$ cat config.mk
export PLATFORM = sky130hd
export DESIGN_NAME = polar_shuffle_enc
export DESIGN_NICKNAME = d
export VERILOG_FILES = /design/src/rtl/polar_enc_pkg.sv /design/src/rtl/polar_rst_sync.sv /design/src/rtl/polar_shuffle_stage.sv /design/src/rtl/polar_out_order.sv /design/src/rtl/polar_pass_ctrl.sv /design/src/rtl/polar_shuffle_enc.sv
export SDC_FILE = /design/constraint.sdc
export NUM_CORES = 1
export LEC_CHECK = 0
export BUFFER_PORTS_ARGS = -buffer_cell sky130_fd_sc_hd__buf_2
export CAP_MARGIN = 20
export CORE_MARGIN = 1.5
export CORE_UTILIZATION = 39
export CTS_CLUSTER_DIAMETER = 150
export CTS_CLUSTER_SIZE = 14
export DETAILED_ROUTE_END_ITERATION = 10
export HOLD_SLACK_MARGIN = 0.03
export PLACE_DENSITY_LB_ADDON = 0.2
export SLEW_MARGIN = 20
export SYNTH_ARGS = -nofsm -noshare
export SYNTH_HDL_FRONTEND = slang
export SYNTH_SLANG_ARGS = --single-unit
$ cat constraint.sdc
create_clock -name clk -period 0.85 [get_ports clk]
set_clock_uncertainty 0.2 [all_clocks]
set_input_delay 0.085 -clock clk [delete_from_list [all_inputs] [get_ports clk]]
set_output_delay 0.085 -clock clk [all_outputs]
set_load 0.005 [all_outputs]
$ cat src/rtl/polar_enc_pkg.sv
package polar_enc_pkg;

  // Reverse the low w bits of v.
  function automatic int unsigned rev_idx(input int unsigned v, input int unsigned w);
    int unsigned r;
    r = 0;
    for (int unsigned b = 0; b < w; b++) begin
      r = r | (((v >> b) & 1) << (w - 1 - b));
    end
    return r;
  endfunction

endpackage

$ cat src/rtl/polar_rst_sync.sv
module polar_rst_sync (
  input  logic clk,
  input  logic arst_n,
  output logic srst_n
);
  logic [1:0] sync_q;

  always_ff @(posedge clk or negedge arst_n) begin
    if (!arst_n) begin
      sync_q <= 2'b00;
    end else begin
      sync_q <= {sync_q[0], 1'b1};
    end
  end

  assign srst_n = sync_q[1];
endmodule

$ cat src/rtl/polar_shuffle_stage.sv
module polar_shuffle_stage #(
  parameter int N_BITS = 8
) (
  input  logic [N_BITS-1:0] x,
  output logic [N_BITS-1:0] y
);
  localparam int HALF = N_BITS / 2;

  logic [N_BITS-1:0] shuf;

  // Perfect shuffle: evens to the low half, odds to the high half,
  // then fold each adjacent pair.
  for (genvar k = 0; k < HALF; k++) begin : g_pair
    assign shuf[k]        = x[2*k];
    assign shuf[k + HALF] = x[2*k + 1];
    assign y[2*k]         = shuf[2*k] ^ shuf[2*k + 1];
    assign y[2*k + 1]     = shuf[2*k + 1];
  end
endmodule

$ cat src/rtl/polar_out_order.sv
module polar_out_order
  import polar_enc_pkg::*;
#(
  parameter int N_BITS     = 8,
  parameter bit BITREV_OUT = 1'b0
) (
  input  logic [N_BITS-1:0] nat,
  output logic [N_BITS-1:0] ord
);
  localparam int IDX_W = $clog2(N_BITS);

  if (BITREV_OUT) begin : g_rev
    for (genvar j = 0; j < N_BITS; j++) begin : g_bit
      assign ord[j] = nat[rev_idx(j, IDX_W)];
    end
  end else begin : g_nat
    assign ord = nat;
  end
endmodule

$ cat src/rtl/polar_pass_ctrl.sv
module polar_pass_ctrl #(
  parameter int NSTG = 3
) (
  input  logic clk,
  input  logic rst_n,
  input  logic start,
  output logic busy,
  output logic done
);
  localparam int CNT_W = (NSTG > 1) ? $clog2(NSTG) : 1;
  localparam logic [CNT_W-1:0] LAST = CNT_W'(NSTG - 1);

  logic             busy_q, busy_d;
  logic             done_q, done_d;
  logic [CNT_W-1:0] cnt_q,  cnt_d;

  always_comb begin
    busy_d = busy_q;
    cnt_d  = cnt_q;
    done_d = 1'b0;
    if (busy_q) begin
      if (cnt_q == LAST) begin
        busy_d = 1'b0;
        cnt_d  = '0;
        done_d = 1'b1;
      end else begin
        cnt_d = cnt_q + CNT_W'(1);
      end
    end else if (start) begin
      busy_d = 1'b1;
      cnt_d  = '0;
    end
  end

  always_ff @(posedge clk or negedge rst_n) begin
    if (!rst_n) begin
      busy_q <= 1'b0;
      cnt_q  <= '0;
      done_q <= 1'b0;
    end else begin
      busy_q <= busy_d;
      cnt_q  <= cnt_d;
      done_q <= done_d;
    end
  end

  assign busy = busy_q;
  assign done = done_q;

  assert_start_count_R3: assert property (@(posedge clk) disable iff (!rst_n)
    (start && !busy_q) |=> (busy_q && cnt_q == '0 && !done_q));

  assert_count_range_R4: assert property (@(posedge clk) disable iff (!rst_n)
    busy_q |-> (cnt_q <= LAST));

  assert_last_pass_R4: assert property (@(posedge clk) disable iff (!rst_n)
    (busy_q && cnt_q == LAST) |=> (done_q && !busy_q));

  assert_single_done_R4: assert property (@(posedge clk) disable iff (!rst_n)
    done_q |=> !done_q);
endmodule

$ cat src/rtl/polar_shuffle_enc.sv
module polar_shuffle_enc #(
  parameter int N_BITS     = 8,
  parameter bit BITREV_OUT = 1'b0
) (
  input  logic              clk,
  input  logic              rst_n,
  input  logic              in_valid,
  output logic              in_ready,
  input  logic [N_BITS-1:0] in_word,
  output logic              done,
  output logic [N_BITS-1:0] cw
);
  localparam int NSTG = $clog2(N_BITS);

  logic              rst_ns;
  logic              busy;
  logic              accept;
  logic              ld_en;
  logic [N_BITS-1:0] x_q, x_d;
  logic [N_BITS-1:0] stage_y;

  polar_rst_sync u_rst_sync (
    .clk    (clk),
    .arst_n (rst_n),
    .srst_n (rst_ns)
  );

  polar_pass_ctrl #(.NSTG(NSTG)) u_ctrl (
    .clk   (clk),
    .rst_n (rst_ns),
    .start (accept),
    .busy  (busy),
    .done  (done)
  );

  polar_shuffle_stage #(.N_BITS(N_BITS)) u_stage (
    .x (x_q),
    .y (stage_y)
  );

  polar_out_order #(.N_BITS(N_BITS), .BITREV_OUT(BITREV_OUT)) u_order (
    .nat (x_q),
    .ord (cw)
  );

  assign in_ready = ~busy;
  assign accept   = in_valid & ~busy;
  assign ld_en    = accept | busy;

  always_comb begin
    x_d = x_q;
    if (accept) begin
      x_d = in_word;
    end else if (busy) begin
      x_d = stage_y;
    end
  end

  always_ff @(posedge clk or negedge rst_ns) begin
    if (!rst_ns) begin
      x_q <= '0;
    end else if (ld_en) begin
      x_q <= x_d;
    end
  end

  assert_idle_hold_R6: assert property (@(posedge clk) disable iff (!rst_ns)
    (!busy && !in_valid) |=> $stable(cw));

  assert_order_weight_R7: assert property (@(posedge clk) disable iff (!rst_ns)
    $countones(cw) == $countones(x_q));
endmodule

# Word level (Yosys, flattened, before mapping)
# Index checks and enable logic that the tools add are counted.
dict set report word_totals {
  regBits 14
  inputBits 11
  output_inout_bits 10
  wordCells 28
}
dict set report op_classes {
  add_sub_neg 1
  n_eq_ne 1
  muxes 10
  n_bitwise 7
  reduce_logical 3
}
# op n
set op_table {}
lappend op_table {{2-to-1 mux 8 bit} 1}
lappend op_table {{2-to-1 mux 7 bit} 1}
lappend op_table {{2-to-1 mux 2 bit} 3}
lappend op_table {{2-to-1 mux 1 bit} 5}
lappend op_table {{AND reduction 2 bit} 2}
lappend op_table {{XOR 1 bit} 4}
lappend op_table {{adder 2 x 1 -> 2 bit, second input constant} 1}
lappend op_table {{== test 2 bit, second input constant} 1}
lappend op_table {{nonzero test 2 bit} 1}
lappend op_table {{AND 1 bit} 1}
lappend op_table {{inverter 1 bit} 1}
lappend op_table {{OR 1 bit} 1}

# Depth between registers and ports, before layout
# Gate-level depths: netlist of run 1.
dict set report logic_depth {
  word_depth 4
  depth_mapped 3
  depth_no_buf 2
}

# By module
# Synthesis of run 1 repeated with hierarchy kept, for this count alone.
dict set report unflattened {
  cells_unflattened 66
  hier_area_um2 705.7
}
# mod n_inst cells_per_inst area_each_um2 seq_area_each_um2
set by_module_without_submodules {}
lappend by_module_without_submodules {polar_shuffle_enc 1 36 379.1 200.2}
lappend by_module_without_submodules {polar_pass_ctrl 1 11 147.6 100.1}
lappend by_module_without_submodules {polar_shuffle_stage 1 8 65.1 0.0}
lappend by_module_without_submodules {polar_out_order 1 8 60.1 0.0}
lappend by_module_without_submodules {polar_rst_sync 1 3 53.8 50.0}

# Least setup slack after synthesis of run 1
# OpenSTA, ideal clock, no wires.
dict set report synth_path {
  path_kind {register to register}
  start {register u_ctrl.busy_q (netlist: u_ctrl.busy)}
  end {register x_q[0]}
  setup_time_ps 123
  t_arrival_ps 890
  required_time_ps 527
  slack_ps -363
  path_stages_with_launch 3
  n_path_buf 0
  synth_period_minus_slack_ps 1213
  path_cell_list {dfrtp_1 > mux2_2 > o221a_1}
}
dict set report synth_between {
  elab_chain_cells 4
  elab_cells_between_ends 6
  classes_between {mux: 1; bitwise: 3; reduce/logical: 2}
}
# item line
set synth_rtl {}
lappend synth_rtl {{start, declared} polar_pass_ctrl.sv:13} ;# logic busy_q, busy_d;
lappend synth_rtl {{start signal, assigned} polar_pass_ctrl.sv:41} ;# busy_q <= busy_d;
lappend synth_rtl {{inverter 1 bit} polar_shuffle_enc.sv:47} ;# assign accept = in_valid & ~busy;
lappend synth_rtl {{AND 1 bit} polar_shuffle_enc.sv:47}
lappend synth_rtl {{nonzero test 2 bit (no line) or OR 1 bit (tied branches)} n/a}
lappend synth_rtl {{AND reduction 2 bit (no line)} n/a}
lappend synth_rtl {{end signal, assigned} polar_shuffle_enc.sv:61} ;# x_q <= '0;
lappend synth_rtl {{end signal, assigned} polar_shuffle_enc.sv:63} ;# x_q <= x_d;
lappend synth_rtl {{end, declared} polar_shuffle_enc.sv:19} ;# logic [N_BITS-1:0] x_q, x_d;
# Parallel ways exist; a longest one is shown, timed or not. The select of a mux whose other input is x is not followed.
# A chain may end at the register's enable or synchronous reset.

# Worst setup path after layout of run 1
# Ends and elaborated chain as after synthesis.

==> results of run 1 <==
cell usage after synthesis:
cell type | n | area, um^2
mux2_2 | 2 | 22.5
buf_6 | 1 | 11.3
mux2i_1 | 9 | 90.1
o221a_1 | 1 | 11.3
nand2b_1 | 1 | 6.26
dfrtp_1 | 14 | 350
nand3_1 | 1 | 5.00
a21oi_1 | 1 | 5.00
conb_1 | 1 | 3.75
a21o_1 | 1 | 7.51
nor2b_1 | 2 | 12.5
o21ai_0 | 2 | 10.0
xnor2_1 | 3 | 26.3
nor3b_1 | 1 | 7.51
buf_2 | 1 | 5.00
nor2_1 | 2 | 7.51
and3b_1 | 1 | 8.76
a22o_1 | 1 | 8.76
nand2_1 | 2 | 7.51
clkinv_1 | 1 | 3.75
cell type report:
cell class	instances	area, um^2
clock buffers	4	36.3
fillers	130	597
inverters	1	5.00
flip-flops and latches	14	352
multi-input cells	31	246
well taps	16	20.0
repair buffers	35	233
kinds of logic (layout without fill, tap and decap cells):
group,after synthesis,in the layout,share of synthesized area [%]
AOI/OAI and AO/OA,6,6,6.97
buffers and inverters,3,40,3.28
xor gates and xnor gates,3,3,4.30
and+or+nand+nor,10,10,9.02
DFF,14,14,57.4
muxes,11,11,18.4
other,1,1,0.614
state kept, by name, indices dropped and copies added (netlist names):
name,count
u_ctrl.busy,1
u_ctrl.cnt_q,2
u_ctrl.done,1
u_rst_sync.sync_q,2
x_q,8
metal layers:
layer	wire, um	share of wire (%)
met3	54	4.3
met4	14	1.1
met2	612	49
met1	560	45
met5	0	0
path summary, 6_finish.rpt:
| kind | from | endpoint | slack, ns | cells past startpoint |
|---|---|---|---|---|
| min in group asynchronous | rst_n | u_rst_sync.sync_q[0]$_DFF_PN0_ | -0.09 | 2 |
| min | in_word[7] | x_q[7]$_DFFE_PN0P_ | -0.16 | 2 |
| max | u_ctrl.busy$_DFF_PN0_ | x_q[0]$_DFFE_PN0P_ | -0.41 | 2 |
| max in group asynchronous | u_rst_sync.sync_q[1]$_DFF_PN0_ | u_ctrl.busy$_DFF_PN0_ | 0.32 | 1 |
| min reg2reg | u_rst_sync.sync_q[1]$_DFF_PN0_ | x_q[6]$_DFFE_PN0P_ | -0.03 | 1 |
| max reg2reg | u_ctrl.busy$_DFF_PN0_ | x_q[0]$_DFFE_PN0P_ | -0.41 | 2 |
timing repair:
action	CTS	global route
hold endpoints to repair	22	22
endpoints found under the setup margin	22	22
setup buffers	7	0
gates resized for setup	5	3
power by group through the flow:
stage / combinational [uW] / clock (uW) / sequential (uW)
after global routing: 1610 / 525 / 1200
after global placement: 1090 / 0 / 1200
after floorplan: 643 / 0 / 1220
final: 1470 / 466 / 1160
after CTS: 1490 / 487 / 1160
after detailed placement: 1110 / 0 / 1220
critical path: cells and delay by family, from the launching register on:
family / cells / cell delay [ns]
AOI/OAI and AO/OA: 1 / 0.20
muxes: 1 / 0.30
DFF: 1 / 0.44
through the flow:
step           hold slack [ns]  setup slack, ns
6_report                -0.165           -0.407
2_1_floorplan           -0.411           -0.343
3_5_place_dp            -0.330           -0.389
4_1_cts                 -0.175           -0.416
3_3_place_gp            -0.329           -0.371
5_1_grt                 -0.169           -0.445
==> qor.yml, run 1 <==
synth_area_um2: 611
final_area_um2: 892
grt_overflow_total: 0
grt_max_degree: 13
drive_gt1_share_pct: 50.6
hold_slack_ns: -0.165
core_area_mm2: 0.00149
power_frac_seq_pct: 37.4
grt_use_met2_pct: 23.4
dieArea_mm2: 0.00181
cts_buffers: 3
final_max_slew_viol_count: 0
cts_hold_buf: 1
final_nets: 97
first_global_vias: 472
globalplace.congestion: 0.745
areaGrowthSynthToFinish_pct: 46.1
routedWlPerCell_um: 12.3
seq_area_frac_synth_pct: 57.4
busiest_layer: "met2"
synth.distinct_cells: 20
start_util_pct: 41.0
die_w_um: 42.6
finalHoldViolCount: 22
worstSkewPairLatency_ns: 0.27
tritoncts: "done"
grt_use_met1_pct: 19.2
crit_arrival_ns: 1.22
mostFrequentLayoutCells: "buf_2, dfrtp_1, buf_4"
grt_pass1_wl_mm: 1.97
num_vias: 492
layout_min_cycle_time_ns: 1.26
rsz0062_at_grt: "true"
postRouteAntennaNets: 0
drc: 0
hold_class: "in2reg"
p_per_area_mw_per_mm2: 3480
fmax_mhz: 795
synthCells: 48
crit_path_start_kind: "flop"
track_usage_pct: 15.0
clock-sinks: 14
via_per_inst: 4.87
cap_viol_max_count: 0
switching_share_pct: 31.4
htreeDepth: 1
power_frac_clock_pct: 15.0
violations: "negative hold slack, negative setup slack"
slowest_stage: "dfrtp_2"
drt_pass1_iterations: 4
postLayoutSetupSlackWorst_ns: -0.407
rows: 14
clk_pin_slew_ns: 0.08
power.internal_uw: 2130
ir_drop_v: 0.00148
synth_fp_nets: 59
portBuffers: 20
fin_cells: 101
pwr-share-comb_pct: 47.6
period_share_pct: 148
ys_ff_latch: 14
clk_path_buf_depth: 2
final-setup-viol-count: 22
drt_wl_total_mm: 1.24
outcome: "finished with violations"
drt_iter0_drc: 4
end_kind: "flop"
n_antenna_cell: 0
antenna_found_initial: 0
cts_root_buf: "clkbuf_4"
place_area_um2: 771
cp_cell_sequence: "mux2_4 -> o221a_1"
final_common_cell: "buf_2"
power.switching_uw: 973
die_y_um: 42.6
power_uw: 3100
power_leakage_uw: 0.000463
dpl.hpwl_um: 878
io_pins: 21
cp_max_fo: 5
crit_required_ns: 0.81
ys_warn_count: 0
gr-usage-met3_pct: 3.88
dp.cells: 89
final.setup.tns_ns: -5.89
fin_util_pct: 59.9
cpPeakStageDelay_ns: 0.44
syn_area_per_cell_um2: 12.7
path_class: "reg2reg"
Power figures use the tool's default switching activity.
==> run 2: changes to the inputs <==
--- a/config.mk
+++ b/config.mk
@@ -5,8 +5,10 @@
 export SDC_FILE = /design/constraint.sdc
 export NUM_CORES = 1
 export LEC_CHECK = 0
+export ABC_AREA = 1
 export BUFFER_PORTS_ARGS = -buffer_cell sky130_fd_sc_hd__buf_2
 export CAP_MARGIN = 20
+export CORE_ASPECT_RATIO = 1.25
 export CORE_MARGIN = 1.5
 export CORE_UTILIZATION = 39
 export CTS_CLUSTER_DIAMETER = 150
==> qor.yml, run 2 <==
path_class: "reg2out"  # was reg2reg
routedWlPerCell_um: 11.2  # was 12.3 um
grt_max_degree: 10  # was 13
final_common_cell: "nand2_1"  # was buf_2
power_leakage_uw: 0.000565  # was 0.000463 uW
areaGrowthSynthToFinish_pct: 54.6  # was 46.1%
core_area_mm2: 0.00158  # was 0.00149 mm^2
drt_wl_total_mm: 1.56  # was 1.24 mm
crit_arrival_ns: 0.89  # was 1.22 ns
power_frac_clock_pct: 14.4  # was 15.0%
mostFrequentLayoutCells: "nand2_1, buf_2, dfrtp_1"  # was buf_2, dfrtp_1, buf_4
track_usage_pct: 18.2  # was 15.0%
first_global_vias: 610  # was 472
htreeDepth: 1  # unchanged
outcome: "finished with violations"  # unchanged
drt_iter0_drc: 5  # was 4
num_vias: 639  # was 492
cts_hold_buf: 1  # unchanged
final_max_slew_viol_count: 0  # unchanged
p_per_area_mw_per_mm2: 3310  # was 3480 mW/mm^2
syn_area_per_cell_um2: 8.13  # was 12.7 um^2
end_kind: "primary output"  # was flop
fmax_mhz: 850  # was 795 MHz
finalHoldViolCount: 22  # unchanged
synth_fp_nets: 92  # was 59
portBuffers: 20  # unchanged
yosys.area.top_type: "dfrtp_1"  # unchanged
largest_register_ffs: 8  # unchanged
power.internal_uw: 2110  # was 2130 uW
top_register: "x_q"  # unchanged
die_w_um: 39.7  # was 42.6 um
synth-main-ff-cell: "dfrtp_1"  # unchanged
dieArea_mm2: 0.00194  # was 0.00181 mm^2
yosysMostFrequentCell: "nand2_1"  # was dfrtp_1
power.switching_uw: 1260  # was 973 uW
synth_area_um2: 658  # was 611 um^2
crit_required_ns: 0.56  # was 0.81 ns
antenna_found_initial: 0  # unchanged
place_area_um2: 817  # was 771 um^2
pwr-share-comb_pct: 51.9  # was 47.6%
postRouteAntennaNets: 0  # unchanged
async_flop_share_pct: 100  # unchanged
via_per_inst: 4.56  # was 4.87
yosys-top-cells-area: "dfrtp_1, nand2_1, inv_1"  # was dfrtp_1, mux2i_1, xnor2_1
clk_pin_slew_ns: 0.09  # was 0.08 ns
seq_area_frac_synth_pct: 53.2  # was 57.4%
tritoncts: "done"  # unchanged
worstSkewPairLatency_ns: 0.29  # was 0.27 ns
final_area_mm2: 0.00102  # was 892 um^2
layout_min_cycle_time_ns: 1.18  # was 1.26 ns
period_share_pct: 138  # was 148%
final_nets: 134  # was 97
final-setup-viol-count: 22  # unchanged
clk_path_buf_depth: 2  # unchanged
drc: 0  # unchanged
drt_pass1_iterations: 4  # unchanged
reg.largest.list: "x_q x8, u_ctrl.cnt_q x2, u_rst_sync.sync_q x2"  # unchanged
crit_path_start_kind: "flop"  # unchanged
globalplace.congestion: 0.709  # was 0.745
clock-sinks: 14  # unchanged
ir_drop_v: 0.00174  # was 0.00148 V
synthCells: 81  # was 48
ys_warn_count: 0  # unchanged
grt_overflow_total: 0  # unchanged
cts_root_buf: "clkbuf_4"  # unchanged
die_y_um: 48.9  # was 42.6 um
ys_ff_latch: 14  # unchanged
ys_top_cells_by_count: "nand2_1, dfrtp_1, inv_1"  # was dfrtp_1, mux2i_1, xnor2_1
dpl.hpwl_mm: 1.04  # was 878 um
cp_max_fo: 3  # was 5
cts_buffers: 3  # unchanged
io_pins: 21  # unchanged
synth.distinct_cells: 13  # was 20
start_util_pct: 41.6  # was 41.0%
postLayoutSetupSlackWorst_ns: -0.327  # was -0.407 ns
power_uw: 3370  # was 3100 uW
rsz0062_at_grt: "true"  # unchanged
drive_gt1_share_pct: 48.4  # was 50.6%
violations: "negative hold slack, negative setup slack"  # unchanged
cap_viol_max_count: 0  # unchanged
synth_edf_count: 0  # unchanged
power_frac_seq_pct: 33.6  # was 37.4%
rows: 16  # was 14
hold_class: "in2reg"  # unchanged
switching_share_pct: 37.4  # was 31.4%
grt_pass1_wl_mm: 2.44  # was 1.97 mm
hold_slack_ns: -0.205  # was -0.165 ns
n_antenna_cell: 0  # unchanged
synth_top_area_share_pct: 53.2  # was 57.4%
## run 2: changes by cell type after synthesis, moves of 3 or more
cell	change
mux2i_1	-9
nand2_1	+35
inv_1	+10
xnor2_1	-3
nand3_1	+6
## run 2: timing repair
| item | in CTS | in global routing |
|---|---|---|
| gates resized for setup | 10 | 8 |
| setup endpoints to repair | 22 | 22 |
| pin swaps | 6 | 9 |
| setup buffers | 9 | 2 |
| endpoints found under the hold margin | 25 | 22 |
| cloned | 0 | 0 |
## run 2: final timing paths
path | startpoint | to | slack, ns | depth (start not counted)
worst max-delay path | u_ctrl.busy$_DFF_PN0_ | in_ready | -0.33 | 2
worst min-delay path | in_word[3] | x_q[3]$_DFFE_PN0P_ | -0.21 | 3
worst max register to register | u_ctrl.busy$_DFF_PN0_ | x_q[0]$_DFFE_PN0P_ | -0.32 | 4
worst min register to register | u_rst_sync.sync_q[1]$_DFF_PN0_ | x_q[7]$_DFFE_PN0P_ | -0.05 | 1
max in group asynchronous | u_rst_sync.sync_q[1]$_DFF_PN0_ | u_ctrl.busy$_DFF_PN0_ | 0.32 | 1
min in group asynchronous | rst_n | u_rst_sync.sync_q[0]$_DFF_PN0_ | -0.10 | 2
## run 2: layer usage
layer,vias up,wire length [um],GRT usage (%)
li1,326,-,-
met1,290,638,21.7
met2,18,808,29.0
met3,5,81,4.57
met4,0,35,8.62
met5,-,0,0
## run 2: stage by stage
stage / utilization (%) / setup WS [ns] / cells / setup TNS (ns)
6_report: 64.3 / -0.327 / 140 / -5.82
5_1_grt: 64.3 / -0.385 / 140 / -6.78
4_1_cts: 61.4 / -0.316 / 138 / -5.82
3_5_place_dp: 51.7 / -0.381 / 124 / -4.10
3_3_place_gp: 51.7 / -0.335 / 124 / -3.63
2_1_floorplan: - / -0.218 / 81 / -2.03
## run 2: logic make-up (layout without fill, tap and decap cells)
logic type | count (synthesis) | count (layout) | synth area share [%]
compound gates | 2 | 2 | 1.52
simple gates | 51 | 51 | 36.1
flops | 14 | 14 | 53.2
buf+inv | 13 | 54 | 8.56
other cells | 1 | 1 | 0.570
## run 2: power groups by stage
| stage | registers [uW] | logic [uW] | clock network [uW] |
|---|---|---|---|
| floorplan | 1210 | 669 | 0 |
| global placement | 1220 | 1080 | 0 |
| detailed placement | 1230 | 1100 | 0 |
| CTS | 1130 | 1630 | 493 |
| global route | 1170 | 1940 | 531 |
| finish | 1130 | 1750 | 486 |
## run 2: critical path: stages (launching register included)
cell	delay (ns)
dfrtp_2	0.46
inv_4	0.07
buf_6	0.08
## run 2: final cells by class
type                    instances  area [um^2]
repair buffers                 38          263
inverters                      12         47.5
multi-input cells              54          297
fillers                       136          564
flip-flops and latches         14          352
clock buffers                   4         36.3
well taps                      18         22.5
==> run 3: changes to the inputs <==
--- a/config.mk
+++ b/config.mk
@@ -8,7 +8,7 @@
 export ABC_AREA = 1
 export BUFFER_PORTS_ARGS = -buffer_cell sky130_fd_sc_hd__buf_2
 export CAP_MARGIN = 20
-export CORE_ASPECT_RATIO = 1.25
+export CORE_ASPECT_RATIO = 1.2
 export CORE_MARGIN = 1.5
 export CORE_UTILIZATION = 39
 export CTS_CLUSTER_DIAMETER = 150
==> qor.yml, run 3 (same netlist as run 2, synthesis figures left out) <==
cpPeakStageDelay_ns: 0.48  # was 0.46 ns
n_antenna_cell: 0  # unchanged
drt_iter0_drc: 8  # was 5
crit_required_ns: 0.56  # about the same
die_w_um: 40.5  # was 39.7 um
n_fill_cell: 155  # was 136
slowest_stage: "dfrtp_2"  # unchanged
seqCellArea_um2: 352  # unchanged
fin_cells: 140  # unchanged
hold_class: "in2reg"  # unchanged
whs_endpoint: "x_q[1]$_DFFE_PN0P_"  # was x_q[3]$_DFFE_PN0P_
cts_root_buf: "clkbuf_4"  # unchanged
htreeDepth: 1  # unchanged
min-delay-start: "in_word[1]"  # was in_word[3]
num_vias: 650  # was 639
cp_cell_sequence: "inv_4 -> buf_6"  # unchanged
violations: "negative hold slack, negative setup slack"  # unchanged
final_common_cell: "nand2_1"  # unchanged
cp_max_fo: 5  # was 3
reg2reg_depth: 4  # unchanged
layout_min_cycle_time_ns: 1.21  # was 1.18 ns
globalplace.congestion: 0.737  # was 0.709
hold_slack_ns: -0.184  # was -0.205 ns
areaGrowthSynthToFinish_pct: 51.5  # was 54.6%
crit_arrival_ns: 0.93  # was 0.89 ns
ir_drop_v: 0.00173  # was 0.00174 V
fmax_mhz: 824  # was 850 MHz
cp.buffers_inverters: 2  # unchanged
holdPathStages: 3  # unchanged
grt_max_degree: 10  # unchanged
tritoncts: "done"  # unchanged
antenna_found_initial: 0  # unchanged
crit_path_start_kind: "flop"  # unchanged
end_kind: "primary output"  # unchanged
final_max_slew_viol_count: 0  # unchanged
final-setup-viol-count: 22  # unchanged
start_util_pct: 41.1  # was 41.6%
postRouteAntennaNets: 0  # unchanged
crit_family: "flip-flops"  # unchanged
multi_input_area_um2: 277  # was 297 um^2
io_pins: 21  # unchanged
final.setup.tns_ns: -6.13  # was -5.82 ns
rsz0062_at_grt: "true"  # unchanged
top_register: "x_q"  # unchanged
die_y_um: 48  # was 48.9 um
dpl.hpwl_mm: 1.02  # was 1.04 mm
drt_pass1_iterations: 4  # unchanged
period_share_pct: 143  # was 138%
clk_pin_slew_ns: 0.09  # about the same
portBuffers: 20  # unchanged
final_nets: 134  # unchanged
r2r_start: "u_ctrl.busy$_DFF_PN0_"  # unchanged
drc: 0  # unchanged
ff2ff_setup_slack_ns: -0.36  # was -0.32 ns
clk_path_buf_depth: 2  # unchanged
dieArea_mm2: 0.00194  # about the same
routedWlPerCell_um: 10.9  # was 11.2 um
reg.largest.list: "x_q x8, u_ctrl.cnt_q x2, u_rst_sync.sync_q x2"  # unchanged
power_leakage_uw: 0.000559  # was 0.000565 uW
cap_viol_max_count: 0  # unchanged
p_per_area_mw_per_mm2: 3350  # was 3310 mW/mm^2
rows: 16  # unchanged
grt_pass1_wl_mm: 2.38  # was 2.44 mm
via_per_inst: 4.64  # was 4.56
track_usage_pct: 18.9  # was 18.2%
worstSkewPairLatency_ns: 0.28  # was 0.29 ns
mostFrequentLayoutCells: "nand2_1, buf_2, dfrtp_1"  # unchanged
worst_r2r_endpoint: "x_q[5]$_DFFE_PN0P_"  # was x_q[0]$_DFFE_PN0P_
path_class: "reg2out"  # unchanged
dp.cells: 123  # was 124
cts_hold_buf: 1  # unchanged
cts_buffers: 3  # unchanged
clock-sinks: 14  # unchanged
drive_gt1_share_pct: 45.1  # was 48.4%
first_global_vias: 588  # was 610
finalHoldViolCount: 22  # unchanged
drt_wl_total_mm: 1.52  # was 1.56 mm
core_area_mm2: 0.00160  # was 0.00158 mm^2
outcome: "finished with violations"  # unchanged
postLayoutSetupSlackWorst_ns: -0.363  # was -0.327 ns
grt_overflow_total: 0  # unchanged
largest_register_ffs: 8  # unchanged
-- run 3: cell count changes in the layout (fill, tap and decap cells not counted) --
cell / delta
nand3_2: -4
nand3_1: +4
-- run 3: how the worst max path moves through the flow --
stage / start / endpoint / slack (ns) / cells after the start
final: u_ctrl.busy$_DFF_PN0_ / in_ready / -0.36 / 2
after CTS: u_ctrl.busy$_DFF_PN0_ / in_ready / -0.35 / 2
after global routing: u_ctrl.busy$_DFF_PN0_ / x_q[0]$_DFFE_PN0P_ / -0.42 / 4
after global placement: u_ctrl.busy$_DFF_PN0_ / x_q[0]$_DFFE_PN0P_ / -0.32 / 4
after floorplan: u_ctrl.busy$_DFF_PN0_ / x_q[7]$_DFFE_PN0P_ / -0.22 / 4
after detailed placement: u_ctrl.busy$_DFF_PN0_ / x_q[5]$_DFFE_PN0P_ / -0.35 / 4
-- run 3: worst reg2reg max path, delay by kind of cell (launching register included) --
family        cells  cell delay (ns)
flops             1             0.48
simple gates      3             0.31
buf+inv           1             0.15
-- run 3: layout make-up --
cell class              count  share of cell area (%)
multi-input cells          54                    27.7
flip-flops and latches     14                    35.3
repair buffers             38                    26.3
inverters                  12                    4.77
clock buffers               4                    3.64
well taps                  18                    2.26
-- run 3: report_power, final --
group	switching (uW)	total [uW]	internal, uW
Combinational	814	1710	892
Sequential	212	1160	943
Clock	216	476	261
Total	1240	3340	2100
-- run 3: metal layers --
layer | routed length (um) | GRT usage, %
met5 | 0 | 0
met4 | 22 | 12.0
met3 | 49 | 2.79
met2 | 779 | 29.2
met1 | 671 | 24.4
-- run 3: stage by stage --
stage | total power [uW] | hold WS [ns] | area (um^2) | util [%] | setup WS [ns]
4_1_cts | 3220 | -0.193 | 956 | 59.7 | -0.354
2_1_floorplan | 1880 | -0.411 | 661 | - | -0.218
6_report | 3340 | -0.184 | 997 | 62.3 | -0.363
3_5_place_dp | 2330 | -0.329 | 810 | 50.5 | -0.355
3_3_place_gp | 2310 | -0.330 | 810 | 50.5 | -0.317
5_1_grt | 3620 | -0.187 | 997 | 62.3 | -0.415
-- run 3: repair_timing --
action	4_1_cts	5_1_grt
hold endpoints to repair	25	22
setup buffers	10	2
pin swaps	2	6
gates resized for setup	6	8
endpoints found under the setup margin	22	22
